[config.mk]
export PLATFORM = sky130hd
export DESIGN_NAME = xcpu_irq_hub
export DESIGN_NICKNAME = d
export VERILOG_FILES = /design/src/rtl/xcpu_irq_pkg.sv /design/src/rtl/xcpu_irq_ctrl.sv /design/src/rtl/xcpu_irq_dp.sv /design/src/rtl/xcpu_irq_hub.sv
export SDC_FILE = /design/constraint.sdc
export NUM_CORES = 1
export LEC_CHECK = 0
export BUFFER_PORTS_ARGS = -buffer_cell sky130_fd_sc_hd__buf_4
export CELL_PAD_IN_SITES_DETAIL_PLACEMENT = 1
export CELL_PAD_IN_SITES_GLOBAL_PLACEMENT = 1
export CORE_ASPECT_RATIO = 1.25
export CORE_MARGIN = 1.5
export CORE_UTILIZATION = 17
export DETAILED_ROUTE_END_ITERATION = 8
export MAX_ROUTING_LAYER = met4
export PLACE_DENSITY_LB_ADDON = 0.08
export SYNTH_ARGS = -nofsm -noshare
export SYNTH_HDL_FRONTEND = slang
export SYNTH_SLANG_ARGS = --single-unit
[constraint.sdc]
create_clock -name clk -period 1.22 [get_ports clk]
set_input_delay 0.122 -clock clk [delete_from_list [all_inputs] [get_ports clk]]
set_output_delay 0.122 -clock clk [all_outputs]
set_load 0.005 [all_outputs]
[src/rtl/xcpu_irq_pkg.sv]
`timescale 1ns/1ps
package xcpu_irq_pkg;
  localparam int MAX_CPU  = 4;
  localparam int CPU_ID_W = $clog2(MAX_CPU);
  // field positions inside the control word (software decodes these)
  localparam int REQ_LSB  = 12;
  localparam int CLR_LSB  = 8;
  localparam int TCLR_LSB = 4;
  // field positions inside the read word
  localparam int RD_IPI_LSB = 8;
  localparam int RD_TMR_LSB = 4;

  typedef logic [MAX_CPU-1:0] cpuVec_t;

  // strobes from control to datapath, one bit per CPU
  typedef struct packed {
    cpuVec_t ipiSet;
    cpuVec_t ipiClr;
    cpuVec_t tmrSet;
    cpuVec_t tmrClr;
  } pendUpd_t;

  function automatic cpuVec_t presentMask(input int n);
    cpuVec_t m;
    for (int i = 0; i < MAX_CPU; i++) m[i] = (i < n);
    return m;
  endfunction
endpackage

[src/rtl/xcpu_irq_ctrl.sv]
`timescale 1ns/1ps
module xcpu_irq_ctrl
  import xcpu_irq_pkg::*;
#(
  parameter int NUM_CPU = 4,
  parameter int DATA_W  = 64
) (
  input  logic              clk,
  input  logic              rstN,
  input  logic              wrEn,
  input  logic [DATA_W-1:0] wrData,
  input  logic              tick,
  input  cpuVec_t           ipiPend,
  input  cpuVec_t           tmrPend,
  output pendUpd_t          upd,
  output logic              warnDupReq,
  output logic              warnIdleClr,
  output logic              errNoSel
);
  localparam cpuVec_t PRESENT = presentMask(NUM_CPU);

  cpuVec_t reqMask, clrMask, tclrMask, heldAfterClr;
  logic    noSel;
  logic    wrUnused;

  assign wrUnused = ^{wrData[DATA_W-1:REQ_LSB+MAX_CPU], wrData[TCLR_LSB-1:0]};

  always_comb begin
    reqMask  = '0;
    clrMask  = '0;
    tclrMask = '0;
    if (wrEn) begin
      reqMask  = wrData[REQ_LSB  +: MAX_CPU] & PRESENT;
      clrMask  = wrData[CLR_LSB  +: MAX_CPU] & PRESENT;
      tclrMask = wrData[TCLR_LSB +: MAX_CPU] & PRESENT;
    end
  end

  assign noSel = (reqMask == '0) && (clrMask == '0) && (tclrMask == '0);

  // per-CPU update rules: clears act first, then requests and ticks
  for (genvar c = 0; c < MAX_CPU; c++) begin : g_cpu
    assign heldAfterClr[c] = ipiPend[c] & ~clrMask[c];
    assign upd.ipiClr[c]   = clrMask[c] & ipiPend[c];
    assign upd.ipiSet[c]   = reqMask[c] & ~heldAfterClr[c];
    assign upd.tmrClr[c]   = tclrMask[c] & tmrPend[c];
    assign upd.tmrSet[c]   = tick & PRESENT[c] & (~tmrPend[c] | tclrMask[c]);
  end

  always_ff @(posedge clk) begin
    if (!rstN) begin
      warnDupReq  <= 1'b0;
      warnIdleClr <= 1'b0;
      errNoSel    <= 1'b0;
    end else begin
      warnDupReq  <= |(reqMask & heldAfterClr);
      warnIdleClr <= |(clrMask & ~ipiPend);
      errNoSel    <= wrEn & noSel;
    end
  end

  AST_REQ_SETS: assert property (@(posedge clk) disable iff (!rstN)
    (reqMask != '0) |=> ((ipiPend & $past(reqMask)) == $past(reqMask)));
  AST_DUP_WARN: assert property (@(posedge clk) disable iff (!rstN)
    ((reqMask & ipiPend & ~clrMask) != '0) |=> warnDupReq);
  AST_CLR_DROPS: assert property (@(posedge clk) disable iff (!rstN)
    ((clrMask & ~reqMask) != '0) |=> ((ipiPend & $past(clrMask & ~reqMask)) == '0));
  AST_TCLR_DROPS: assert property (@(posedge clk) disable iff (!rstN)
    ((tclrMask != '0) && !tick) |=> ((tmrPend & $past(tclrMask)) == '0));
  AST_TICK_ALL: assert property (@(posedge clk) disable iff (!rstN)
    tick |=> (tmrPend == PRESENT));
  AST_NOSEL_HOLD: assert property (@(posedge clk) disable iff (!rstN)
    (wrEn && noSel && !tick) |=> ($stable(ipiPend) && $stable(tmrPend)));
endmodule

[src/rtl/xcpu_irq_dp.sv]
`timescale 1ns/1ps
module xcpu_irq_dp
  import xcpu_irq_pkg::*;
#(
  parameter int NUM_CPU = 4,
  parameter int DATA_W  = 64
) (
  input  logic                clk,
  input  logic                rstN,
  input  pendUpd_t            upd,
  input  logic [CPU_ID_W-1:0] accCpu,
  output cpuVec_t             ipiPend,
  output cpuVec_t             tmrPend,
  output logic [DATA_W-1:0]   rdData
);
  localparam cpuVec_t PRESENT = presentMask(NUM_CPU);

  always_ff @(posedge clk) begin
    if (!rstN) begin
      ipiPend <= '0;
      tmrPend <= '0;
    end else begin
      ipiPend <= (ipiPend & ~upd.ipiClr) | upd.ipiSet;
      tmrPend <= (tmrPend & ~upd.tmrClr) | upd.tmrSet;
    end
  end

  always_comb begin
    rdData = '0;
    rdData[RD_IPI_LSB +: MAX_CPU] = ipiPend;
    rdData[RD_TMR_LSB +: MAX_CPU] = tmrPend;
    rdData[CPU_ID_W-1:0]          = accCpu;
  end

  AST_ABSENT_QUIET: assert property (@(posedge clk) disable iff (!rstN)
    ((ipiPend & ~PRESENT) == '0) && ((tmrPend & ~PRESENT) == '0));
  AST_UPD_DISJOINT: assert property (@(posedge clk) disable iff (!rstN)
    ((upd.ipiSet & ipiPend & ~upd.ipiClr) == '0));
endmodule

[src/rtl/xcpu_irq_hub.sv]
`timescale 1ns/1ps
module xcpu_irq_hub
  import xcpu_irq_pkg::*;
#(
  parameter int NUM_CPU = 4,
  parameter int DATA_W  = 64
) (
  input  logic                clk,
  input  logic                rstN,
  input  logic                wrEn,
  input  logic [DATA_W-1:0]   wrData,
  input  logic                tick,
  input  logic [CPU_ID_W-1:0] accCpu,
  output logic [DATA_W-1:0]   rdData,
  output logic [MAX_CPU-1:0]  ipiIrq,
  output logic [MAX_CPU-1:0]  tmrIrq,
  output logic                warnDupReq,
  output logic                warnIdleClr,
  output logic                errNoSel
);
  pendUpd_t upd;
  cpuVec_t  ipiPend, tmrPend;

  xcpu_irq_ctrl #(.NUM_CPU(NUM_CPU), .DATA_W(DATA_W)) u_ctrl (
    .clk(clk), .rstN(rstN), .wrEn(wrEn), .wrData(wrData), .tick(tick),
    .ipiPend(ipiPend), .tmrPend(tmrPend), .upd(upd),
    .warnDupReq(warnDupReq), .warnIdleClr(warnIdleClr), .errNoSel(errNoSel)
  );

  xcpu_irq_dp #(.NUM_CPU(NUM_CPU), .DATA_W(DATA_W)) u_dp (
    .clk(clk), .rstN(rstN), .upd(upd), .accCpu(accCpu),
    .ipiPend(ipiPend), .tmrPend(tmrPend), .rdData(rdData)
  );

  assign ipiIrq = ipiPend;
  assign tmrIrq = tmrPend;
endmodule

==> run_results.csv, run 1 <==
group,metric,value,unit
status,status,"complete, no violations",
critical_path,endpoint_kind,"register",
synthesis,syn_avg_cell_area,8.039,um^2
synthesis,ys_ff_latch,11,
critical_path,start_kind,"register",
power_and_ir_drop,pwr-share-clk,37.7,%
worst_hold_path,min_path_type,"input pin to register",
floorplanning,die_y,87.22,um
power_and_ir_drop,power_leakage,0.5470,nW
drt,drtIter0Drc,23,
global_route,grt_usage,7.129,%
timing,setup_viol,0,
timing,grt_setup_unrepaired,"no",
clocking,clock-sinks,11,
drt,vias,673,
power_and_ir_drop,swShare,27.78,%
synthesis,syn_inst,120,
synthesis,synth-edff-count,0,
placed_design,numPortBuffers,34,
clocking,clock_latency,240,ps
global_route,grt_first_pass_wirelength,3222,um
synthesis,yosysTopAreaCell,"buf_4",
clocking,clk_pin_slew,50,ps
synthesis,ys.flop_type,"dfxtp_1",
floorplanning,ios,145,
critical_path,worst-path-buf-inv,0,
drt,drc,0,
timing,drv_slew,0,
timing,fin_crit_sh,84.36,%
critical_path,crit_required,1340,ps
synthesis,synth_commonest_cells,"buf_4, dfxtp_1, nand2_1",
floorplanning,rows,30,
drt,dr.pass1.iters,3,
synthesis,yosysWarnings,0,
timing,hold_ws,136.3,ps
synthesis,synth_area,964.7,um^2
clocking,clockRootBuffer,"clkbuf_8",
clocking,tritoncts,"done",
timing,finalSetupTns,0,ps
power_and_ir_drop,pwr-share-seq,40.7,%
power_and_ir_drop,switchingPower,0.0002730,W
drt,vias_per_cell,3.220,
drt,detail_route.wl_per_cell,10.88,um
critical_path,crit_slowest_cell,"dfxtp_1",
timing,fmax,971.6,MHz
critical_path,path_cells,"and2b_1 > o311a_1",
clocking,post_cts_buffers,0,
clocking,ctsLongestPathBuffers,2,
critical_path,path_max_fanout,5,
synthesis,synth-seq-area-share,22.83,%
floorplanning,dieArea,6138,um^2
finish,area.growth.synth_to_final,7.912,%
floorplanning,start_util,17.72,%
synthesis,yosys-top-cells-area,"buf_4, dfxtp_1, nand2_1, a22oi_1, nor2b_1",
power_and_ir_drop,power_density,943.9,nW/um^2
timing,finalCriticalPeriod,1029,ps
drt,drt_wl_total,2274,um
finish,nFillCells,666,
floorplanning,die_w,70.38,um
power_and_ir_drop,comb_power_share,21.6,%
global_route,grt_max_degree,19,
placed_design,hpwl,1937,um
clocking,h-tree-depth,1,
global_route,antenna_found_initial,0,
clocking,cts_hold_buffers,0,
power_and_ir_drop,internal_power,0.0007096,W
synthesis,synth_top_area_share,49.81,%
critical_path,cp_top_family,"flip-flops",
critical_path,cp.arrival,1150,ps
drt,antenna_left,0,
global_route,overflow,0,
power_and_ir_drop,ir_worst_vdd,0.2163,mV
critical_path,criticalPathCategory,"register to register",
clocking,cts_buffers,3,
finish,drive_above_1_share,26.21,%
finish,num_antenna_cells,0,
timing,hold_viol,0,
synthesis,synth_cell_types,20,
global_route,grt_pass1_vias,612,
synthesis,yosysMostFrequentCell,"buf_4",
finish,nets,216,
clocking,ctsResizeCount,0,
floorplanning,design.core.area,5443,um^2
timing,fin_skew,3.875,ps
placed_design,gp_congestion,0.6897,
critical_path,critPathMaxStageDelay,390,ps
flow_run,cap_violations,0,
synthesis,async_flop_share,0,%
-- per-layer routing --
layer  vias to the layer above  part of all wire (%)  global-route usage (%)
li1                        321                     -                       -
met1                       301                    36                   7.371
met2                        49                    53                   12.35
met3                         2                   9.5                   1.968
met4                         0                  0.70                   3.671
met5                         -                     0                       -
-- cell usage in the layout (no fill, tap or decap), types with 3 or more instances in the layout --
master	instances
nor2b_1	4
a22oi_1	4
dfxtp_1	11
nor4_1	3
nand2_1	9
nor2_1	6
clkbuf_8	3
a21oi_1	4
inv_1	3
conb_1	54
buf_4	34
-- metrics by stage --
step           util (%)  std cells  area, um^2  power (W)  worst slack, ps
2_1_floorplan         -        173        1164  0.0006532            227.3
3_3_place_gp      18.30        205       996.0  0.0006193            188.6
3_5_place_dp      18.30        205       996.0  0.0006203            178.5
4_1_cts           19.13        209        1041   0.001010            168.6
5_1_grt           19.13        209        1041   0.001058            140.0
6_report          19.13        209        1041  0.0009826            190.8
-- power by group through the flow --
stage / sequential [W] / combinational (W) / clock, W
after global placement: 0.000407 / 0.000212 / 0
final: 0.000400 / 0.000212 / 0.000371
after CTS: 0.000401 / 0.000211 / 0.000398
after floorplan: 0.000406 / 0.000247 / 0
after detailed placement: 0.000409 / 0.000211 / 0
after global routing: 0.000404 / 0.000240 / 0.000414
-- worst min-delay path: stages --
cell     delay [ps]
buf_4           110
a21oi_1          40
nor2_1           70
-- flip-flops by register name (all words and copies together) (netlist names) --
name and cells:
u_dp.tmrPend 4, u_ctrl.errNoSel 1, u_ctrl.warnIdleClr 1, u_dp.ipiPend 4, u_ctrl.warnDupReq 1
-- cells by family after synthesis --
| logic type | share of synthesized area (%) |
|---|---|
| AO/OA/AOI/OAI | 9.210 |
| AND/OR/NAND/NOR | 14.27 |
| other | 0.3887 |
| buffers and inverters | 53.31 |
| flip-flops | 22.83 |
-- layout make-up --
cell class | instances | area [um^2] | share of cell area [%]
multi-input combinational | 93 | 429.2 | 41.23
timing repair buffer | 34 | 255.2 | 24.52
sequential | 11 | 220.2 | 21.15
tap | 64 | 80.08 | 7.692
clock buffer | 4 | 45.04 | 4.327
inverter | 3 | 11.26 | 1.082
-- worst paths after layout --
| check | startpoint | endpoint | slack [ps] | cells past startpoint |
|---|---|---|---|---|
| max | u_dp.ipiPend[3] | u_ctrl.warnIdleClr | 190 | 2 |
| min | tick | u_dp.tmrPend[1] | 140 | 3 |
| max reg2reg | u_dp.ipiPend[3] | u_ctrl.warnIdleClr | 190 | 2 |
| min reg2reg | u_dp.tmrPend[0] | u_dp.tmrPend[0] | 530 | 2 |
(Power assumes the default switching activity.)
==> run 2: changes to the inputs <==
--- a/config.mk
+++ b/config.mk
@@ -5,12 +5,13 @@
 export SDC_FILE = /design/constraint.sdc
 export NUM_CORES = 1
 export LEC_CHECK = 0
+export ABC_AREA = 1
 export BUFFER_PORTS_ARGS = -buffer_cell sky130_fd_sc_hd__buf_4
 export CELL_PAD_IN_SITES_DETAIL_PLACEMENT = 1
 export CELL_PAD_IN_SITES_GLOBAL_PLACEMENT = 1
 export CORE_ASPECT_RATIO = 1.25
 export CORE_MARGIN = 1.5
-export CORE_UTILIZATION = 17
+export CORE_UTILIZATION = 16
 export DETAILED_ROUTE_END_ITERATION = 8
 export MAX_ROUTING_LAYER = met4
 export PLACE_DENSITY_LB_ADDON = 0.08
==> constraint.sdc (replaced) <==
create_clock -name clk -period 0.94 [get_ports clk]
set_input_delay 0.094 -clock clk [delete_from_list [all_inputs] [get_ports clk]]
set_output_delay 0.094 -clock clk [all_outputs]
set_load 0.005 [all_outputs]
==> run_results.csv, run 2 <==
group,metric,value,unit
critical_path,crit_slowest_cell,"dfxtp_2",
critical_path,worst-path-buf-inv,2,
timing,grt_setup_unrepaired,"yes",
floorplanning,start_util,16.79,%
critical_path,reg2reg_slack,90,ps
drt,detail_route.wl_per_cell,9.979,um
finish,final_cell_mix,"conb_1, buf_4, nand2_1",
power_and_ir_drop,ir_worst_vdd,0.3220,mV
finish,final_common_cell,"conb_1",
drt,vias_per_cell,3.095,
worst_hold_path,worstHoldStart,"wrData[13]",
floorplanning,die_y,90.93,um
placed_design,numPortBuffers,34,
finish,num_antenna_cells,0,
worst_hold_path,hold_depth,3,
synthesis,synth-seq-area-share,22.25,%
clocking,post_cts_buffers,0,
synthesis,ys_ff_latch,11,
timing,hold_viol,0,
clocking,clockRootBuffer,"clkbuf_8",
critical_path,start_kind,"register",
synthesis,synth_cell_types,16,
synthesis,synth_top_area_share,48.55,%
finish,area.growth.synth_to_final,10.87,%
critical_path,path_common_cell,"buf_4",
finish,reg_top3,"u_dp.ipiPend x4, u_dp.tmrPend x4",
synthesis,syn_avg_cell_area,7.386,um^2
clocking,cts_buffers,3,
timing,drv_slew,0,
timing,hold_ws,106.8,ps
synthesis,yosysTopAreaCell,"buf_4",
synthesis,ys.flop_type,"dfxtp_1",
clocking,clock-sinks,11,
synthesis,synth_commonest_cells,"buf_4, nand2_1, dfxtp_1",
flow_run,cap_violations,0,
floorplanning,dieArea,6669,um^2
critical_path,critPathMaxStageDelay,330,ps
critical_path,worstReg2RegStart,"u_dp.ipiPend[3]",
clocking,clock_latency,250,ps
drt,vias,749,
status,status,"complete, no violations",
critical_path,crit_required,850,ps
placed_design,place_area,1047,um^2
clocking,clk_pin_slew,60,ps
worst_hold_path,timing.hold.worst_endpoint,"u_dp.ipiPend[1]",
synthesis,yosys-top-cells-area,"buf_4, dfxtp_1, nand2_1, a21oi_1, o21ai_0",
drt,dr.pass1.iters,2,
synthesis,yosysWarnings,0,
timing,fmax,1086,MHz
synthesis,synth_area,989.7,um^2
critical_path,endpoint_kind,"primary output",
drt,drtIter0Drc,25,
synthesis,yosysMostFrequentCell,"buf_4",
power_and_ir_drop,power_density,1191,nW/um^2
global_route,antenna_found_initial,0,
finish,nets,231,
critical_path,rr_worst_depth,5,
timing,setup_viol,0,
placed_design,gp_congestion,0.6871,
critical_path,path_cells,"buf_4 > buf_4",
timing,fin_crit_sh,97.96,%
clocking,h-tree-depth,1,
finish,fin_cells,242,
global_route,overflow,0,
timing,finalCriticalPeriod,920.9,ps
clocking,tritoncts,"done",
floorplanning,design.core.area,5896,um^2
floorplanning,rows,31,
synthesis,synth-edff-count,0,
global_route,grt_first_pass_wirelength,3519,um
timing,fin_skew,8.614,ps
drt,drt_wl_total,2415,um
synthesis,async_flop_share,0,%
power_and_ir_drop,power_leakage,0.5898,nW
critical_path,cp_top_family,"flip-flops",
finish,fin_area,1097,um^2
placed_design,placed_cells,238,
clocking,ctsLongestPathBuffers,2,
worst_hold_path,min_path_type,"input pin to register",
floorplanning,ios,145,
global_route,grt_usage,6.997,%
floorplanning,die_w,73.35,um
drt,antenna_left,0,
placed_design,hpwl,2068,um
synthesis,syn_inst,134,
critical_path,r2r-end,"u_ctrl.warnIdleClr",
global_route,grt_pass1_vias,677,
finish,drive_above_1_share,26.25,%
critical_path,path_max_fanout,4,
drt,drc,0,
global_route,grt_max_degree,19,
critical_path,criticalPathCategory,"register to primary output",
critical_path,cp.arrival,830,ps
## run 2: cell count changes after synthesis, sizes merged, moves of 3 or more
cell,previous run,this run
o21ai,0,8
inv,3,9
nand2,9,14
a21oi,4,8
a22oi,4,0
nand4,1,5
nor2b,4,0
nand3,1,4
nor4,3,0
## run 2: layout make-up
class                      count  area [um^2]
inverter                      10        37.54
clock buffer                   4        45.04
fill                         755         4798
sequential                    11        225.2
timing repair buffer          35        262.8
multi-input combinational    100        424.2
tap                           82        102.6
## run 2: tightest hold or removal path: cells and delay by family
family | cells | cell delay [ps]
simple gates | 1 | 50
compound gates | 1 | 50
buf+inv | 1 | 120
## run 2: timing repair
item | in CTS | in global routing
endpoints found under the setup margin | 2 | 3
hold endpoints to repair | 0 | 0
resized for setup | 1 | 3
pin swaps | 0 | 1
hold buffers | 0 | 0
## run 2: how the worst max path moves through the flow
| stage | startpoint | endpoint | slack (ps) | depth (start not counted) |
|---|---|---|---|---|
| 6_report | u_dp.ipiPend[3] | ipiIrq[3] | 20 | 2 |
| 3_3_place_gp | wrEn | u_ctrl.warnIdleClr | -6 | 5 |
| 5_1_grt | u_dp.ipiPend[3] | ipiIrq[3] | -5 | 2 |
| 2_1_floorplan | u_dp.ipiPend[3] | u_ctrl.warnIdleClr | 160 | 5 |
| 3_5_place_dp | u_dp.ipiPend[3] | u_ctrl.warnIdleClr | 20 | 5 |
| 4_1_cts | u_dp.ipiPend[3] | ipiIrq[3] | 10 | 2 |
## run 2: per-stage QoR
| step | util, % | setup WS, ps | TNS (ps) | total power, W |
|---|---|---|---|---|
| 3_5_place_dp | 17.76 | 22.20 | 0 | 0.0008190 |
| 5_1_grt | 18.61 | -5.223 | -8.531 | 0.001400 |
| 2_1_floorplan | - | 160.0 | 0 | 0.0008602 |
| 6_report | 18.61 | 19.14 | 0 | 0.001306 |
| 3_3_place_gp | 17.76 | -5.838 | -5.838 | 0.0008178 |
| 4_1_cts | 18.55 | 13.65 | 0 | 0.001325 |
## run 2: where the power goes
group / switching (W) / total, W / internal (W)
registers: 0.0000236 / 0.000519 / 0.000495
clock network: 0.000197 / 0.000496 / 0.000299
logic: 0.000162 / 0.000291 / 0.000129
## run 2: cell families after synthesis
kind of cell,after synthesis,share of synthesized area (%)
AOI/OAI and AO/OA,16,8.091
buffers and inverters,76,54.99
DFF,11,22.25
other,1,0.3789
and+or+nand+nor,30,14.29
## run 2: per-layer routing
| layer | share of wire (%) | up-vias | track usage [%] | routed length (um) |
|---|---|---|---|---|
| met1 | 35 | 337 | 7.181 | 834 |
| met4 | 1.3 | 0 | 2.778 | 31 |
| li1 | - | 354 | - | - |
| met5 | 0 | - | - | 0 |
| met2 | 53 | 54 | 12.42 | 1279 |
| met3 | 11 | 4 | 1.776 | 270 |
